===== config.mk =====
export PLATFORM = sky130hd
export DESIGN_NAME = vpc_call_ctrl
export DESIGN_NICKNAME = d
export VERILOG_FILES = /design/src/rtl/vpc_pkg.sv /design/src/rtl/vpc_btn_edge.sv /design/src/rtl/vpc_ring_count.sv /design/src/rtl/vpc_call_fsm.sv /design/src/rtl/vpc_call_ctrl.sv
export SDC_FILE = /design/constraint.sdc
export NUM_CORES = 1
export LEC_CHECK = 0
export BUFFER_PORTS_ARGS = -buffer_cell sky130_fd_sc_hd__clkbuf_2
export CORE_AREA = 2 2 45 47
export CTS_BUF_LIST = sky130_fd_sc_hd__clkbuf_4 sky130_fd_sc_hd__clkbuf_8
export DETAILED_ROUTE_END_ITERATION = 7
export DIE_AREA = 0 0 47 49
export PLACE_DENSITY = 0.73
export SLEW_MARGIN = 20
export SYNTH_ARGS = -nofsm -noshare
export SYNTH_HDL_FRONTEND = slang
export SYNTH_SLANG_ARGS = --single-unit

===== constraint.sdc =====
create_clock -name clk -period 1.7 [get_ports clk]
set_input_delay 0.17 -clock clk [delete_from_list [all_inputs] [get_ports clk]]
set_output_delay 0.17 -clock clk [all_outputs]
set_load 0.01 [all_outputs]

===== src/rtl/vpc_pkg.sv =====
package vpc_pkg;
  typedef enum logic [3:0] {
    ST_IDLE    = 4'd0,
    ST_RING    = 4'd1,
    ST_TALK    = 4'd2,
    ST_RECORD  = 4'd3,
    ST_OUT_ON  = 4'd4,
    ST_OUT_OFF = 4'd5,
    ST_IN_ON   = 4'd6,
    ST_IN_OFF  = 4'd7,
    ST_INOUT   = 4'd8,
    ST_HANGUP  = 4'd9
  } call_state_e;
endpackage


===== src/rtl/vpc_btn_edge.sv =====
module vpc_btn_edge #(
  parameter int SYNC_STAGES = 2
) (
  input  logic clk,
  input  logic rst_n,
  input  logic btn_i,
  output logic pulse_o
);
  logic [SYNC_STAGES-1:0] sync_q;
  logic                   prev_q;

  always_ff @(posedge clk or negedge rst_n) begin
    if (!rst_n) begin
      sync_q <= '0;
      prev_q <= 1'b0;
    end else begin
      sync_q <= {sync_q[SYNC_STAGES-2:0], btn_i};
      prev_q <= sync_q[SYNC_STAGES-1];
    end
  end

  assign pulse_o = sync_q[SYNC_STAGES-1] & ~prev_q;

  // one press gives a single-cycle pulse
  p_pulse_single_r5: assert property (@(posedge clk) disable iff (!rst_n)
    pulse_o |=> !pulse_o);
endmodule


===== src/rtl/vpc_ring_count.sv =====
module vpc_ring_count #(
  parameter int RINGS_TO_ANSWER = 4
) (
  input  logic clk,
  input  logic rst_n,
  input  logic ring_i,
  input  logic in_idle_i,
  input  logic in_ring_i,
  output logic rise_o,
  output logic fall_o,
  output logic limit_o
);
  localparam int CW = $clog2(RINGS_TO_ANSWER + 1);
  localparam logic [CW-1:0] LIMIT = CW'(RINGS_TO_ANSWER);

  logic          ring_q;
  logic [CW-1:0] cnt_q;

  assign rise_o  = ring_i & ~ring_q;
  assign fall_o  = ~ring_i & ring_q;
  assign limit_o = (cnt_q == LIMIT);

  always_ff @(posedge clk or negedge rst_n) begin
    if (!rst_n) begin
      ring_q <= 1'b0;
      cnt_q  <= '0;
    end else begin
      ring_q <= ring_i;
      if (in_ring_i) begin
        if (rise_o && cnt_q != LIMIT) cnt_q <= cnt_q + 1'b1;
      end else if (in_idle_i && rise_o) begin
        cnt_q <= CW'(1);
      end else begin
        cnt_q <= '0;
      end
    end
  end

  // the ring count never passes its limit
  p_cnt_limit_r4: assert property (@(posedge clk) disable iff (!rst_n)
    cnt_q <= LIMIT);
endmodule


===== src/rtl/vpc_call_fsm.sv =====
module vpc_call_fsm
  import vpc_pkg::*;
(
  input  logic        clk,
  input  logic        rst_n,
  input  logic        drop_i,
  input  logic        ring_rise_i,
  input  logic        ring_fall_i,
  input  logic        ring_limit_i,
  input  logic        answer_i,
  input  logic        cap_i,
  input  logic        present_i,
  input  logic        out_done_i,
  input  logic        in_done_i,
  output call_state_e state_o
);
  call_state_e st_q, st_d;

  always_comb begin
    st_d = st_q;
    if (drop_i) begin
      st_d = ST_HANGUP;
    end else begin
      unique case (st_q)
        ST_IDLE:   if (ring_rise_i) st_d = ST_RING;
        ST_RING: begin
          if (answer_i) st_d = ST_TALK;
          else if (ring_fall_i && ring_limit_i) st_d = ST_RECORD;
        end
        ST_RECORD: st_d = ST_RECORD;
        ST_TALK, ST_OUT_OFF, ST_IN_OFF: begin
          if (cap_i && present_i) st_d = ST_INOUT;
          else if (cap_i)         st_d = ST_OUT_ON;
          else if (present_i)     st_d = ST_IN_ON;
          else                    st_d = ST_TALK;
        end
        ST_OUT_ON: begin
          if (out_done_i) st_d = present_i ? ST_IN_ON : ST_OUT_OFF;
          else if (present_i) st_d = ST_INOUT;
        end
        ST_IN_ON: begin
          if (in_done_i) st_d = cap_i ? ST_OUT_ON : ST_IN_OFF;
          else if (cap_i) st_d = ST_INOUT;
        end
        ST_INOUT: begin
          if (out_done_i && in_done_i) st_d = ST_TALK;
          else if (out_done_i)         st_d = ST_IN_ON;
          else if (in_done_i)          st_d = ST_OUT_ON;
        end
        ST_HANGUP: st_d = ST_IDLE;
        default:   st_d = ST_IDLE;
      endcase
    end
  end

  always_ff @(posedge clk or negedge rst_n) begin
    if (!rst_n) st_q <= ST_IDLE;
    else        st_q <= st_d;
  end

  assign state_o = st_q;

  // line drop wins from every state
  p_drop_hangup_r9: assert property (@(posedge clk) disable iff (!rst_n)
    drop_i |=> st_q == ST_HANGUP);
  p_hangup_idle_r9: assert property (@(posedge clk) disable iff (!rst_n)
    (st_q == ST_HANGUP && !drop_i) |=> st_q == ST_IDLE);
  // ring edge leaves idle
  p_ring_enter_r2: assert property (@(posedge clk) disable iff (!rst_n)
    (st_q == ST_IDLE && ring_rise_i && !drop_i) |=> st_q == ST_RING);
  // answer leads to conversation
  p_answer_r3: assert property (@(posedge clk) disable iff (!rst_n)
    (st_q == ST_RING && answer_i && !drop_i) |=> st_q == ST_TALK);
endmodule


===== src/rtl/vpc_call_ctrl.sv =====
module vpc_call_ctrl
  import vpc_pkg::*;
#(
  parameter int RINGS_TO_ANSWER = 4,
  parameter int SYNC_STAGES     = 2
) (
  input  logic       clk,
  input  logic       rst_n,
  input  logic       ring_i,
  input  logic       answer_i,
  input  logic       line_drop_i,
  input  logic       capture_btn_i,
  input  logic       img_in_present_i,
  input  logic       img_out_done_i,
  input  logic       img_in_done_i,
  output logic       audio_en_o,
  output logic       recorder_en_o,
  output logic       cam_en_o,
  output logic       tx_en_o,
  output logic       rx_en_o,
  output logic [3:0] state_o
);
  call_state_e st;
  logic cap_pulse, ring_rise, ring_fall, ring_limit;

  vpc_btn_edge #(.SYNC_STAGES(SYNC_STAGES)) u_btn (
    .clk(clk), .rst_n(rst_n), .btn_i(capture_btn_i), .pulse_o(cap_pulse)
  );

  vpc_ring_count #(.RINGS_TO_ANSWER(RINGS_TO_ANSWER)) u_ring (
    .clk(clk), .rst_n(rst_n), .ring_i(ring_i),
    .in_idle_i(st == ST_IDLE), .in_ring_i(st == ST_RING),
    .rise_o(ring_rise), .fall_o(ring_fall), .limit_o(ring_limit)
  );

  vpc_call_fsm u_fsm (
    .clk(clk), .rst_n(rst_n), .drop_i(line_drop_i),
    .ring_rise_i(ring_rise), .ring_fall_i(ring_fall), .ring_limit_i(ring_limit),
    .answer_i(answer_i), .cap_i(cap_pulse), .present_i(img_in_present_i),
    .out_done_i(img_out_done_i), .in_done_i(img_in_done_i), .state_o(st)
  );

  logic send_act;
  always_comb begin
    send_act      = (st == ST_OUT_ON) || (st == ST_INOUT);
    audio_en_o    = (st == ST_TALK) || (st == ST_OUT_ON) || (st == ST_OUT_OFF) ||
                    (st == ST_IN_ON) || (st == ST_IN_OFF) || (st == ST_INOUT);
    recorder_en_o = (st == ST_RECORD);
    cam_en_o      = send_act;
    tx_en_o       = send_act;
    rx_en_o       = (st == ST_IN_ON) || (st == ST_INOUT);
  end

  assign state_o = st;

  // send enables hold until done
  p_send_hold_r6: assert property (@(posedge clk) disable iff (!rst_n)
    (cam_en_o && !img_out_done_i && !line_drop_i) |=> (cam_en_o && tx_en_o));
  // receive enable holds until done
  p_rx_hold_r7: assert property (@(posedge clk) disable iff (!rst_n)
    (rx_en_o && !img_in_done_i && !line_drop_i) |=> rx_en_o);
  // live audio and recorder are exclusive
  p_paths_excl_r10: assert property (@(posedge clk) disable iff (!rst_n)
    !(audio_en_o && recorder_en_o));
  // all paths closed the cycle after a drop
  p_drop_quiet_r9: assert property (@(posedge clk) disable iff (!rst_n)
    line_drop_i |=> !(audio_en_o || recorder_en_o || cam_en_o || rx_en_o));
endmodule


Word-level counts from Yosys, hierarchy flattened
Index checks and enable logic that the tools add are counted.
{ "classes": {"addsub": 1, "eq_ne": 16, "n_mux": 20, "bitwise": 6, "reduce_logical": 15} }
{ "ops": {"columns": ["operator", "n"], "rows": [
  ["$mux W4", 13],
  ["$pmux W4 S7", 1],
  ["$eq A4 B3 Y1 const B", 4],
  ["$mux W3", 3],
  ["$eq A4 B2 Y1 const B", 2],
  ["$ne A4 B3 Y1 const B", 2],
  ["$logic_or A1 B1 Y1", 7],
  ["$ne A3 B3 Y1 const B", 2],
  ["$logic_and A1 B1 Y1", 5],
  ["$ne A5 B4 Y1 const B", 1],
  ["$reduce_and A5 Y1", 1],
  ["$eq A4 B1 Y1 const B", 1],
  ["$eq A4 B4 Y1 const B", 1],
  ["$logic_not A4 Y1", 1],
  ["$mux W2", 2],
  ["$ne A4 B4 Y1 const B", 1],
  ["$add A3 B1 Y3 const B", 1],
  ["$and A1 B1 Y1", 3],
  ["$eq A3 B3 Y1 const B", 1],
  ["$not A1 Y1", 3],
  ["$reduce_or A3 Y1", 1],
  ["$ne A2 B2 Y1 const B", 1],
  ["$mux W1", 1]
]} }
{ "totals": {"register_bits": 11, "input_bits": 9, "out_inout_bits": 9, "word_cells": 63} }

Depth between registers and ports, before layout
{ "logic_depth": {"depth_word": 7, "ltp_mapped": 6, "depth_no_buf": 6} }

By module
A second synthesis with hierarchy kept.
{ "hier_totals": {"cells_unflattened": 103, "area_unflattened_um2": 933.4} }
{ "by_module_without_submodules": {"columns": ["module", "instances", "cells_each", "area_per_inst_um2", "seq_area_each_um2"], "rows": [
  ["vpc_call_fsm", 1, 62, 498.0, 100.1],
  ["vpc_ring_count", 1, 24, 235.2, 100.1],
  ["vpc_call_ctrl", 1, 13, 111.4, 0.0],
  ["vpc_btn_edge", 1, 4, 88.8, 75.1]
]} }

Worst setup path after synthesis
No wires, ideal clock.
{ "synth_timing": {"path_type": "reg2reg", "startpoint": "register u_fsm.st_q[0] (netlist: u_fsm.state_o[0])", "endpoint": "register u_fsm.st_q[3] (netlist: u_fsm.state_o[3])", "setup_time_ps": 126, "t_arrival_ps": 1643, "t_required_ps": 1574, "setup_slack_ps": -69, "path_stages_with_launch": 5, "n_path_buf": 0, "period_less_slack_ps": 1769, "cell_sequence": "dfrtp_1 or2_4 or4_4 and3_4 a311o_1"} }
{ "synth_via": {"elab_chain_len": 4, "word_cells_on_any_way": 18, "classes_between": "eq/ne: 13; mux: 2; reduce/logical: 3"} }
{ "synth_rtl": {"columns": ["item", "line_no", "text"], "rows": [
  ["start: declaration", "vpc_call_fsm.sv:17", "call_state_e st_q, st_d;"],
  ["start signal: assignment", "vpc_call_fsm.sv:58", "else st_q <= st_d;"],
  ["$eq A4 B2 Y1 or $eq A4 B3 Y1 (tied branches)", "vpc_call_fsm.sv:24", "unique case (st_q)"],
  ["$reduce_or A3 Y1", "vpc_call_fsm.sv:24", null],
  ["$pmux W4 S7", "vpc_call_fsm.sv:24", null],
  ["$mux W4", "vpc_call_fsm.sv:21", "if (drop_i) begin"]
]} }
Parallel ways exist; a longest one is shown, timed or not.
A chain may end at the register's enable or synchronous reset.

Worst setup path after layout
{ "layout_timing": {"startpoint": "register u_fsm.st_q[2] (netlist: u_fsm.state_o[2])", "endpoint": "register u_fsm.st_q[3] (netlist: u_fsm.state_o[3])"} }
The elaborated chain is that of the path after synthesis.

==> results.cfg <==
[finish]
mostFrequentLayoutCell = buf_4
final_area_um2 = 1190
nNetsFinal = 148
final_core_util_pct = 64.7
area_growth_pct = 41.4
antenna_cells = 0
layout-drive-gt1-share_pct = 43.0
final_cell_mix = 18 x buf_4, 17 x clkbuf_2, 9 x dfrtp_1

[grt]
grt_overflow_total = 0
antenna_found_initial = 0
grt_start_max_net_pins = 16
grt_pass1_vias = 808
grt_pass1_wl_um = 3530
grt.total_usage_pct = 20.7

[worst_setup_path]
crit_type = flop to flop
startpoint = u_fsm.state_o[2]
crit_path_start_kind = flop
cp-end-kind = flop
critPathRequiredTime_ns = 1.85
crit_fanout = 6
crit_arrival_ns = 1.83
rr_startpoint = u_fsm.state_o[2]

[power]
intPower_uw = 490
clkPwrFrac_pct = 23.6
p_leak_uw = 0.000560
combPwrFrac_pct = 35.5
seqPwrFrac_pct = 40.9
switching_share_pct = 31.5
switching_power_uw = 225
peakVddDrop_mv = 0.533
power_density_nw_per_um2 = 600

[placed_design]
placed_area_um2 = 1050
io_buffers = 17
place_congestion = 0.916
hpwl_um = 1620

[clock_tree]
worstSkewPairLatency_ns = 0.27
clk_path_buf_depth = 2
cts-root-buf = clkbuf_4
cts_buffers = 3
numClockSinks = 11
ctsHtreeMaxLevel = 1
clk_pin_slew_ns = 0.07
cts_tree = done

[logic_synthesis]
synth_async_sr_flop_share_pct = 100
synth_edf_count = 0
synth_fp_nets = 109
avgSynthCellArea_um2 = 8.69
synthCells = 97
synthTopCellsByArea = dfrtp_1 33%, a21oi_1 5.9%, ha_1 4.5%, nand2b_1 4.5%, a41oi_1 3.1%
synth_cell_type_count = 45
synthesis.area_um2 = 843
ys_ff_latch = 11
ys.flop_type = dfrtp_1
synth_top_area_cell = dfrtp_1
yosysSeqAreaShare_pct = 32.6
yosysWarnings = 0
synth_top_cell_area_share_pct = 32.6

[run]
maxCapViolations = 0

[worst_hold_path]
hp-start = ring_i
hold_path.class = input port to flop

[drt]
met2WireLength_um = 1130
drt_first_pass_iters = 4
met1_length_um = 1080
post_drt_wl_per_cell_um = 14.2
viasPerCell = 5.73
ant_nets = 0
wl_um = 2310
wl_met3_um = 78
vias = 928
top_layer_used = met4
drt_iter0_drc = 23
drc = 0

[floorplan]
die_w_um = 47
io_pins = 18
start_util_pct = 45.8
die-area_um2 = 2300
rows = 16
core-area_um2 = 1840
die_h_um = 49

[sta]
period_needed_ns = 1.69
rsz0062_at_grt = true
fmax_ghz = 0.593
min_period_over_period_pct = 99.1
finalClockSkew_ns = 0.00339
tightest_slew_ns = 0.429
maxSlewViolCount = 0
hold_violations = 0
tns_ns = 0
finalSetupViolCount = 0
relSlewSlack_pct = 71.1
whs_ns = 0.0356

[run_status]
status = finished clean
[layer usage]
layer | vias up | GRT usage, %
li1 | 454 | -
met1 | 445 | 30.0
met2 | 27 | 30.8
met3 | 2 | 2.59
met4 | 0 | 7.87
met5 | - | 0
[sequential cells by signal, summed over array words and instances (netlist names)]
name and cells:
u_fsm.state_o 4, u_ring.cnt_q 3, u_btn.sync_q 2, u_btn.prev_q 1
u_ring.ring_q 1
[critical path: stages, from the launching register on]
cell and delay [ns]:
dfrtp_2 0.42, buf_6 0.14, nand2b_4 0.07, or4_4 0.49, and3_4 0.20, a311o_1 0.26
[final cells by class]
type	instances	area (um2)
fill	157	649
multi-input combinational	72	549
sequential	11	278
timing repair buffer	40	274
tap	27	33.8
inverter	8	30.0
clock buffer	3	22.5
clock inverter	1	5.00
[power groups by stage]
stage	clock (uW)	sequential, uW	combinational, uW
finish	169	292	254
detailed placement	0	296	225
floorplan	0	299	128
CTS	181	291	232
global placement	0	295	221
global route	197	294	278
[kinds of logic after synthesis]
| family | synth area share [%] |
|---|---|
| mux | 1.19 |
| buf+inv | 6.97 |
| simple gates | 28.9 |
| compound gates | 24.8 |
| xor+xnor | 1.04 |
| fa+ha+maj | 4.45 |
| flops | 32.6 |
[through the flow]
| stage | std cells | setup slack [ns] | power (uW) |
|---|---|---|---|
| after global routing | 162 | -0.0315 | 769 |
| after global placement | 150 | -0.0158 | 516 |
| after floorplan | 97 | -0.0695 | 427 |
| final | 162 | 0.0145 | 715 |
| after detailed placement | 150 | -0.00852 | 521 |
| after CTS | 156 | -0.00101 | 704 |
[synthesized netlist by cell type (all sizes together) (2+ instances only)]
master / instances
nand2b: 6
nand3: 3
nor2b: 2
and3: 3
a2111oi: 2
inv: 7
dfrtp: 11
a211o: 2
nor3: 2
nor2: 4
nand2: 3
or4: 4
ha: 3
o21ai: 3
a21oi: 10
buf: 3
a31oi: 2
a41oi: 3
clkbuf: 3
[what timing repair did]
| action | in CTS | in global routing |
|---|---|---|
| buffers inserted | 0 | 6 |
| gates cloned | 0 | 0 |
| pin swaps | 1 | 11 |
| hold endpoints to repair | 12 | 0 |
| hold buffers | 2 | 0 |
| gates resized for setup | 4 | 15 |
| endpoints found under the setup margin | 2 | 5 |
[final timing paths]
path / endpoint / slack, ns / cells past startpoint
max: u_fsm.state_o[3] / 0.01 / 5
min: u_ring.ring_q / 0.04 / 1
max reg2reg: u_fsm.state_o[3] / 0.01 / 5
min reg2reg: u_btn.sync_q[1] / 0.37 / 0
max in group asynchronous: u_fsm.state_o[3] / 1.17 / 2
min in group asynchronous: u_btn.sync_q[1] / 0.30 / 2
Note: power is estimated with default switching activity, not from simulation.
